--- src/rtl/dma_link_pkg.sv ---
// Shared types for the DMA arbiter and chaining logic.
// Assumes the chaining mode field is two bits wide per channel.
package dma_link_pkg;

    // Chaining behaviour selected per channel
    typedef enum logic [1:0] {
        LINK_OFF   = 2'b00,  // never chain
        LINK_SPLIT = 2'b01,  // first target per steal, second target at count zero
        LINK_STEAL = 2'b10,  // first target after every cycle-steal transfer
        LINK_END   = 2'b11   // first target only at count zero
    } link_mode_e;

    localparam int unsigned MODE_W = 2;

endpackage

--- src/rtl/dma_req_latch.sv ---
// Holds one pending flag per channel.
// A flag is set by a software start, an enabled peripheral request or a
// chaining pulse, and cleared when the arbiter takes that channel.
// Assumes that a set arriving in the same cycle as the take must survive,
// so that the new request is served again later.
module dma_req_latch #(
    parameter int unsigned NCH = 4
) (
    input  logic           clk,
    input  logic           rst_n,
    input  logic [NCH-1:0] sw_start,
    input  logic [NCH-1:0] periph_req,
    input  logic [NCH-1:0] req_en,
    input  logic [NCH-1:0] link_set,
    input  logic [NCH-1:0] take,
    output logic [NCH-1:0] pend_q
);

    logic [NCH-1:0] set_vec;

    // Combine every request source; peripheral requests are gated by enable
    always_comb begin
        set_vec = sw_start | (periph_req & req_en) | link_set;
    end

    // Pending flags: clear on take, set wins over clear, repeats merge
    always_ff @(posedge clk) begin
        if (!rst_n) begin
            pend_q <= '0;
        end else begin
            pend_q <= (pend_q & ~take) | set_vec;
        end
    end

endmodule

--- src/rtl/dma_fixed_arb.sv ---
// Fixed-priority bus arbiter with a registered one-hot grant.
// Arbitrates only while the bus is free; the owner keeps the grant until it
// reports a transfer that ends its tenure (cycle-steal or count zero).
// Assumes xfer_done of a channel that is not the owner carries no meaning.
module dma_fixed_arb #(
    parameter int unsigned NCH = 4
) (
    input  logic           clk,
    input  logic           rst_n,
    input  logic [NCH-1:0] pend,
    input  logic [NCH-1:0] xfer_done,
    input  logic [NCH-1:0] count_zero,
    input  logic [NCH-1:0] cycle_steal,
    output logic [NCH-1:0] take,
    output logic [NCH-1:0] grant_q
);

    logic           bus_free;
    logic           owner_leaves;
    logic [NCH-1:0] lowest;

    // Isolate the lowest set bit of the pending vector (channel 0 first)
    always_comb begin
        lowest = pend & (~pend + NCH'(1));
    end

    // Bus state and end-of-tenure detection for the current owner
    always_comb begin
        bus_free     = (grant_q == '0);
        owner_leaves = |(grant_q & xfer_done & (cycle_steal | count_zero));
    end

    // Take a new channel only while the bus is free
    always_comb begin
        take = bus_free ? lowest : '0;
    end

    // Grant register: load the winner, hold the owner, drop on release
    always_ff @(posedge clk) begin
        if (!rst_n) begin
            grant_q <= '0;
        end else if (take != '0) begin
            grant_q <= take;
        end else if (owner_leaves) begin
            grant_q <= '0;
        end
    end

endmodule

--- src/rtl/dma_link_unit.sv ---
// Decodes the chaining mode of the owning channel on each completed
// transfer and produces a registered one-cycle pulse towards the target
// channels' pending flags.
// Assumes NCH is a power of two so a target field covers all channels.
module dma_link_unit
    import dma_link_pkg::*;
#(
    parameter int unsigned NCH = 4,
    localparam int unsigned CW = $clog2(NCH)
) (
    input  logic              clk,
    input  logic              rst_n,
    input  logic [NCH-1:0]    grant,
    input  logic [NCH-1:0]    xfer_done,
    input  logic [NCH-1:0]    count_zero,
    input  logic [NCH-1:0]    cycle_steal,
    input  logic [NCH*MODE_W-1:0] link_mode,
    input  logic [NCH*CW-1:0] link_ch1,
    input  logic [NCH*CW-1:0] link_ch2,
    output logic [NCH-1:0]    link_q
);

    logic [NCH-1:0] hit_vec [NCH];
    logic [NCH-1:0] hit_any;

    for (genvar g = 0; g < NCH; g++) begin : g_src
        link_mode_e     mode;
        logic           done_own;
        logic           fire1;
        logic           fire2;
        logic [CW-1:0]  tgt1;
        logic [CW-1:0]  tgt2;

        // Per-source field extraction
        always_comb begin
            mode     = link_mode_e'(link_mode[g*MODE_W +: MODE_W]);
            tgt1     = link_ch1[g*CW +: CW];
            tgt2     = link_ch2[g*CW +: CW];
            done_own = grant[g] & xfer_done[g];
        end

        // Mode decode: which of the two targets this completion triggers
        always_comb begin
            fire1 = 1'b0;
            fire2 = 1'b0;
            unique case (mode)
                LINK_OFF: begin
                    fire1 = 1'b0;
                end
                LINK_SPLIT: begin
                    fire1 = done_own & cycle_steal[g] & ~count_zero[g];
                    fire2 = done_own & count_zero[g];
                end
                LINK_STEAL: begin
                    fire1 = done_own & cycle_steal[g];
                end
                LINK_END: begin
                    fire1 = done_own & count_zero[g];
                end
                default: begin
                    fire1 = 1'b0;
                end
            endcase
        end

        // Turn the selected targets into a channel mask
        always_comb begin
            hit_vec[g] = (NCH'(fire1) << tgt1) | (NCH'(fire2) << tgt2);
        end
    end

    // Merge the masks of all sources
    always_comb begin
        hit_any = '0;
        for (int k = 0; k < NCH; k++) begin
            hit_any = hit_any | hit_vec[k];
        end
    end

    // Register the chaining pulse so it lasts exactly one cycle
    always_ff @(posedge clk) begin
        if (!rst_n) begin
            link_q <= '0;
        end else begin
            link_q <= hit_any;
        end
    end

endmodule

--- src/rtl/dma_link_arbiter.sv ---
// Top of the DMA channel arbiter with chaining.
// Collects software, peripheral and chaining requests into pending flags,
// grants the bus to one channel at a time by fixed priority (channel 0
// highest) and chains channels on transfer completion.
// Assumes the channel engines raise xfer_done for one cycle per transfer
// and raise count_zero together with the strobe of the final transfer.
module dma_link_arbiter
    import dma_link_pkg::*;
#(
    parameter int unsigned NCH = 4,
    localparam int unsigned CW = $clog2(NCH)
) (
    input  logic                      clk,
    input  logic                      rst_n,
    input  logic [NCH-1:0]            sw_start,
    input  logic [NCH-1:0]            periph_req,
    input  logic [NCH-1:0]            req_en,
    input  logic [NCH-1:0]            cycle_steal,
    input  logic [NCH*MODE_W-1:0]     link_mode,
    input  logic [NCH*CW-1:0]         link_ch1,
    input  logic [NCH*CW-1:0]         link_ch2,
    input  logic [NCH-1:0]            xfer_done,
    input  logic [NCH-1:0]            count_zero,
    output logic [NCH-1:0]            grant
);

    logic [NCH-1:0] pend_q;
    logic [NCH-1:0] take;
    logic [NCH-1:0] grant_q;
    logic [NCH-1:0] link_q;

    dma_req_latch #(.NCH(NCH)) u_latch (
        .clk        (clk),
        .rst_n      (rst_n),
        .sw_start   (sw_start),
        .periph_req (periph_req),
        .req_en     (req_en),
        .link_set   (link_q),
        .take       (take),
        .pend_q     (pend_q)
    );

    dma_fixed_arb #(.NCH(NCH)) u_arb (
        .clk         (clk),
        .rst_n       (rst_n),
        .pend        (pend_q),
        .xfer_done   (xfer_done),
        .count_zero  (count_zero),
        .cycle_steal (cycle_steal),
        .take        (take),
        .grant_q     (grant_q)
    );

    dma_link_unit #(.NCH(NCH)) u_link (
        .clk         (clk),
        .rst_n       (rst_n),
        .grant       (grant_q),
        .xfer_done   (xfer_done),
        .count_zero  (count_zero),
        .cycle_steal (cycle_steal),
        .link_mode   (link_mode),
        .link_ch1    (link_ch1),
        .link_ch2    (link_ch2),
        .link_q      (link_q)
    );

    // Drive the grant port from the arbiter register
    always_comb begin
        grant = grant_q;
    end

endmodule

--- config.mk ---
export PLATFORM = sky130hd
export DESIGN_NAME = dma_link_arbiter
export DESIGN_NICKNAME = d
export VERILOG_FILES = /design/src/rtl/dma_link_pkg.sv /design/src/rtl/dma_req_latch.sv /design/src/rtl/dma_fixed_arb.sv /design/src/rtl/dma_link_unit.sv /design/src/rtl/dma_link_arbiter.sv
export SDC_FILE = /design/constraint.sdc
export NUM_CORES = 1
export LEC_CHECK = 0
export CORE_ASPECT_RATIO = 1.25
export CORE_UTILIZATION = 38
export DETAILED_ROUTE_END_ITERATION = 10
export PLACE_DENSITY = 0.78
export SLEW_MARGIN = 10
export SYNTH_ARGS = -nofsm -noshare
export SYNTH_HDL_FRONTEND = slang
export SYNTH_SLANG_ARGS = --single-unit
--- constraint.sdc ---
create_clock -name clk -period 1.7 [get_ports clk]
set_clock_uncertainty 0.05 [all_clocks]
set_input_delay 0.17 -clock clk [delete_from_list [all_inputs] [get_ports clk]]
set_output_delay 0.17 -clock clk [all_outputs]
set_load 0.05 [all_outputs]
==> impl_metrics.csv, run 1 <==
group,metric,value,unit
yosys,synth-simple-area-share,34.96,%
hold_path,whs_path_depth,2,
clock_network,root_buffer,"clkbuf_4",
clock_network,cts.path.max_buffers,2,
final_layout,sequential_cell_area,242.7,µm²
clock_network,clk_pin_slew_worst_paths,0.08,ns
final_layout,multi_input_area,714.4,µm²
timing,final.period_utilization,96.02,%
power,ir_worst_vdd,0.0004151,V
hold_path,hp-class,"reg -> reg",
global_routing,grt_max_degree,11,
yosys,synth_edf_count,0,
timing,setup_viol,0,
final_layout,antenna_cells,0,
setup_path,crit_slowest_cell,"dfxtp_1",
setup_path,crit_arrival,1.79,ns
hold_path,hold_start,"u_latch.pend_q[3]",
clock_network,cts_setup_buffers,0,
setup_path,cp.required,1.85,ns
yosys,syn_area,977.2,µm²
clock_network,numCtsBuffers,3,
global_routing,grt_pass1_wl,4933,µm
power,power_density,541.2,nW/µm²
die,dieArea,2780,µm²
detailed_routing,drt-initial-drc-count,23,
yosys,synth.avg_cell_area,8.076,µm²
yosys,synth_cells,121,
yosys,yosys_warnings,0,
hold_path,hold_end,"u_latch.pend_q[3]",
yosys,synth_top_family_by_area,"compound AO/OA/AOI/OAI gates",
yosys,async_flop_share,0,%
yosys,synth-adder-area-share,0,%
setup_path,reg2reg_to,"u_link.link_q[0]",
final_layout,final_cell_mix,"clkdlybuf4s50_1 (49), buf_4 (13), nand2_1 (12), dfxtp_1 (10), inv_1 (7)",
final_layout,fin_cells,219,
setup_path,cpPeakStageDelay,0.53,ns
die,io_pins,54,
setup_path,critPathLaunch,"u_arb.grant_q[3]",
timing,worst_slew_pin_slew,0.5171,ns
final_layout,area_delta_synth_final,69.14,%
global_routing,grt_pass1_vias,1287,
die,initial_core_util,40.26,%
die,core_area,2427,µm²
detailed_routing,vias,1329,
global_routing,antenna_found_initial,0,
setup_path,cp-start-kind,"register",
timing,slew_violations,0,
global_routing,grt-ovfl-total,0,
detailed_routing,drc,0,
yosys,syn_nets,171,
timing,fmax,0.6126,GHz
clock_network,clock_sinks,12,
die,die_h,58.70,µm
final_layout,drive_above_1_share,13.98,%
clock_network,cts_tree,"built",
yosys,ys_types,39,
setup_path,crit_type,"reg -> reg",
die,row_count,20,
clock_network,worstSkewPairLatency,0.28,ns
placement,gp_congestion,0.8356,
timing,hold_slack,0.4430,ns
clock_network,htreeDepth,1,
setup_path,cp-end-kind,"register",
detailed_routing,dr.pass1.iters,4,
global_routing,grt_usage,24.73,%
die,fp.dieW,47.36,µm
detailed_routing,routed_wl,3316,µm
power,leakage,0.5524,nW
final_layout,fin_nets,237,
detailed_routing,drt-wirelength-per-cell,15.14,µm
outcome,status,"complete, no violations",
setup_path,crit_chain,"nand4b_1, o32ai_1, a2111oi_2, a31oi_1",
setup_path,rr_worst_depth,4,
setup_path,timing.rr.start,"u_arb.grant_q[3]",
final_layout,layout_commonest_cell,"clkdlybuf4s50_1",
placement,io_buffers,53,
detailed_routing,routed_via_density,6.068,
timing,slew_headroom,65.04,%
timing,final_hold_viol_count,0,
yosys,ys_seq_elements,12,
yosys,synthFlopType,"dfxtp_1",
timing,period_minus_slack,1.632,ns
yosys,muxShareOfSynthArea,1.024,%
setup_path,crit_fanout,10,
detailed_routing,ant_nets,0,
placement,dp.cells,215,
setup_path,rrSetupSlack,0.07,ns
final_layout,num-fill-cells,227,
yosys,synth-compound-area-share,35.85,%
placement,hpwlAfterDp,2772,µm
yosys,ys_seq_area_share,24.58,%
yosys,synth_xor_area_share,0,%
run,maxCapViolations,0,
timing repair:
action	4_1_cts	5_1_grt
resized for setup	0	4
setup endpoints to repair	0	2
hold buffers	0	0
worst max path at each step:
stage                       end  cells after the start
6_report       u_link.link_q[0]                      4
5_1_grt        u_link.link_q[1]                      4
4_1_cts        u_link.link_q[0]                      5
3_5_place_dp   u_link.link_q[0]                      5
3_3_place_gp   u_link.link_q[0]                      5
2_1_floorplan  u_arb.grant_q[3]                      5
through the flow:
stage	util [%]	setup WS [ns]	instance area (µm²)	TNS, ns	total power [mW]
after floorplan	-	0.005493	979.7	0	0.4711
after global placement	66.08	-0.09794	1604	-0.3218	0.6546
after detailed placement	66.08	-0.2247	1604	-0.6208	0.6658
after CTS	67.58	0.05826	1640	0	0.8931
after global routing	68.09	-0.01736	1653	-0.02394	0.9324
final	68.09	0.06767	1653	0	0.8945
routing by layer:
layer | GRT usage [%] | routed length [µm] | vias to the layer above
met1 | 22.79 | 1207 | 642
met5 | 0 | 0 | -
met2 | 48.14 | 1864 | 45
met4 | 12.24 | 81 | 0
met3 | 3.988 | 163 | 8
li1 | - | - | 634
power breakdown:
| group | internal [mW] | switching [mW] |
|---|---|---|
| Combinational | 0.185 | 0.153 |
| Clock | 0.130 | 0.101 |
| Sequential | 0.301 | 0.0247 |
logic make-up after synthesis:
| kind of cell | after synthesis |
|---|---|
| buffers and inverters | 9 |
| and+or+nand+nor | 54 |
| muxes | 1 |
| DFF | 12 |
| AOI/OAI and AO/OA | 45 |
synthesized netlist by cell type, types with 2 or more instances:
master     instances  area, µm²
nand4b_1           4      35.03
o21a_1             3      22.52
a32oi_1            4      35.03
nor4b_1            2      17.52
a211oi_1           4      30.03
o21ai_0            2      10.01
nand3_1            6      30.03
nor4_1             4      25.02
nand4bb_1          2      22.52
o22ai_1            3      18.77
a2111oi_0          2      17.52
a311oi_1           3      26.28
o211ai_1           4      30.03
nor3_1             3      15.01
nor3b_1            5      37.54
nand2_1           12      45.04
dfxtp_1           12      240.2
a21oi_1            6      30.03
a31oi_1            5      31.28
o32ai_1            3      26.28
inv_1              7      26.28
nor2_1             4      15.01
nand3b_1           5      37.54
critical path, delay by kind of cell, from the launching register on:
family	cells	cell delay (ns)
AOI/OAI and AO/OA	3	0.78
DFF	1	0.53
and+or+nand+nor	1	0.19
cell type report:
type | instances | share of cell area, %
multi-input combinational | 100 | 43.22
inverter | 8 | 1.817
tap | 33 | 2.498
timing repair buffer | 62 | 35.58
sequential | 12 | 14.69
clock buffer | 4 | 2.195
sequential cells by signal, summed over array words and instances (netlist names):
register        flops
u_arb.grant_q       4
u_latch.pend_q      4
u_link.link_q       4
Note: power is estimated with default switching activity, not from simulation.
==> inputs of run 2 (changes only) <==
--- a/config.mk
+++ b/config.mk
@@ -9,6 +9,7 @@
 export CORE_UTILIZATION = 38
 export DETAILED_ROUTE_END_ITERATION = 10
 export PLACE_DENSITY = 0.78
+export SETUP_SLACK_MARGIN = 0.15
 export SLEW_MARGIN = 10
 export SYNTH_ARGS = -nofsm -noshare
 export SYNTH_HDL_FRONTEND = slang
==> constraint.sdc (replaced) <==
create_clock -name clk -period 1.7 [get_ports clk]
set_clock_uncertainty 0.05 [all_clocks]
set_input_delay 0.17 -clock clk [delete_from_list [all_inputs] [get_ports clk]]
set_output_delay 0.17 -clock clk [all_outputs]
set_load 0.02 [all_outputs]
==> impl_metrics.csv, run 2 (synthesized netlist as in run 1, its figures left out) <==
group,metric,value,unit
die,row_count,20,
final_layout,num-fill-cells,219,
power,switching_share,30.68,%
clock_network,cts.path.max_buffers,2,
final_layout,layout_commonest_cell,"clkdlybuf4s50_1",
timing,worst_slack,0.1656,ns
power,ir_worst_vdd,0.0003558,V
power,clockPowerShare,25.8,%
timing,worst_slew_pin_slew,0.3741,ns
power,combPwrFrac,38.0,%
detailed_routing,routed_via_density,6.123,
power,p_int,620.9,µW
clock_network,root_buffer,"clkbuf_4",
global_routing,antenna_found_initial,0,
timing,period_minus_slack,1.534,ns
timing,setup_viol,0,
detailed_routing,dr_wl_met2,1959,µm
setup_path,crit_chain,"or4_4, a21oi_4, nor3b_1, o21a_1",
clock_network,hold_buffers,0,
global_routing,grt_pass1_vias,1278,
global_routing,grt_max_degree,11,
hold_path,hp-class,"in -> reg",
setup_path,reg2reg_to,"u_arb.grant_q[1]",
timing,slew_violations,0,
timing,fmax,0.6517,GHz
die,dieArea,2780,µm²
final_layout,drive_above_1_share,14.97,%
power,power_density,521.4,nW/µm²
placement,hpwlAfterDp,2879,µm
outcome,status,"complete, no violations",
timing,rsz0062_at_grt,"yes",
final_layout,fin_cells,220,
placement,place_ws,-0.1626,ns
clock_network,clock_sinks,12,
timing,final_hold_viol_count,0,
timing,hold_slack,0.4312,ns
detailed_routing,top_layer,"met4",
detailed_routing,routed_wl,3595,µm
setup_path,crit_fanout,5,
detailed_routing,route.met3.wl,195,µm
die,fp.dieW,47.36,µm
die,die_h,58.70,µm
setup_path,cp.required,1.82,ns
setup_path,cp-start-kind,"register",
setup_path,cp-end-kind,"register",
die,io_pins,54,
final_layout,reg_top3,"u_arb.grant_q x4, u_latch.pend_q x4, u_link.link_q x4",
detailed_routing,drt-wirelength-per-cell,16.34,µm
detailed_routing,drt-initial-drc-count,23,
detailed_routing,met1_length,1312,µm
global_routing,grt-ovfl-total,0,
power,p_seq_share,36.2,%
detailed_routing,ant_nets,0,
die,initial_core_util,40.26,%
final_layout,final_cell_mix,"clkdlybuf4s50_1 (44), nand2_1 (12), buf_4 (10), dfxtp_1 (9), inv_1 (7)",
run,maxCapViolations,0,
clock_network,cts_tree,"built",
timing,final.period_utilization,90.26,%
hold_path,hold_end,"u_link.link_q[0]",
hold_path,hold_start,"link_mode[3]",
setup_path,rrSetupSlack,0.17,ns
global_routing,grt_usage,25.69,%
clock_network,numCtsBuffers,3,
final_layout,antenna_cells,0,
setup_path,crit_slowest_cell,"or4_4",
detailed_routing,drc,0,
global_routing,grt_pass1_wl,5078,µm
clock_network,worstSkewPairLatency,0.28,ns
setup_path,crit_cells,4,
hold_path,whs_path_depth,5,
die,core_area,2427,µm²
setup_path,rr_worst_depth,4,
detailed_routing,dr.pass1.iters,4,
final_layout,fin_nets,238,
setup_path,cpPeakStageDelay,0.57,ns
placement,gp_congestion,0.8059,
final_layout,area_delta_synth_final,75.80,%
placement,dp.cells,215,
clock_network,htreeDepth,1,
timing,slew_headroom,74.83,%
placement,io_buffers,53,
setup_path,crit_arrival,1.65,ns
detailed_routing,vias,1347,
setup_path,critical_path.top_delay_family,"simple AND/OR/NAND/NOR gates",
setup_path,crit_type,"reg -> reg",
power,switchingPower,274.8,µW
setup_path,timing.rr.start,"u_arb.grant_q[3]",
clock_network,clk_pin_slew_worst_paths,0.08,ns
power,leakage,0.6272,nW
setup_path,cp_num_buf_inv,0,
run 2: how the worst max path moves through the flow:
stage,slack [ns],startpoint,end
floorplan,0.17,u_arb.grant_q[3],u_arb.grant_q[3]
global placement,-0.09,link_mode[6],u_link.link_q[0]
detailed placement,-0.16,count_zero[3],u_link.link_q[2]
CTS,0.13,u_arb.grant_q[3],grant[3]
global route,0.11,link_mode[5],u_link.link_q[1]
finish,0.17,u_arb.grant_q[3],u_arb.grant_q[1]
run 2: area by class of cell:
cell class                 count  area (µm²)  share of cell area [%]
tap                           33       41.29                   2.403
timing repair buffer          63       613.1                   35.69
clock buffer                   4       36.28                   2.112
inverter                       8       30.03                   1.748
multi-input combinational    100       750.7                   43.70
sequential                    12       246.5                   14.35
run 2: power by group through the flow:
stage,sequential [mW],combinational (mW),clock [mW]
floorplan,0.332,0.120,0
global placement,0.330,0.309,0
detailed placement,0.330,0.321,0
CTS,0.324,0.322,0.231
global route,0.327,0.365,0.243
finish,0.325,0.340,0.231
run 2: layer usage:
| layer | vias to the layer above | global-route usage (%) |
|---|---|---|
| li1 | 637 | - |
| met1 | 638 | 24.11 |
| met2 | 59 | 49.90 |
| met3 | 13 | 4.294 |
| met4 | 0 | 11.84 |
| met5 | - | 0 |
run 2: what timing repair did:
action                                  in CTS  in global routing
endpoints found under the setup margin       4                 10
cloned                                       0                  0
pin swaps                                    5                  9
endpoints found under the hold margin        0                  0
gates resized for setup                      8                 14
setup buffers                                0                  1
run 2: worst min-delay path: stages:
cell	delay (ns)
dlymetal6s2s_1	0.11
or3b_4	0.15
a311oi_4	0.11
nand2_1	0.09
a31oi_1	0.08
run 2: through the flow:
stage | TNS [ns] | instance area (µm²) | util (%) | power, mW
floorplan | 0 | 978.4 | - | 0.4520
global placement | -0.3141 | 1613 | 66.44 | 0.6394
detailed placement | -0.5311 | 1613 | 66.44 | 0.6518
CTS | 0 | 1662 | 68.45 | 0.8770
global route | 0 | 1718 | 70.77 | 0.9351
finish | 0 | 1718 | 70.77 | 0.8957
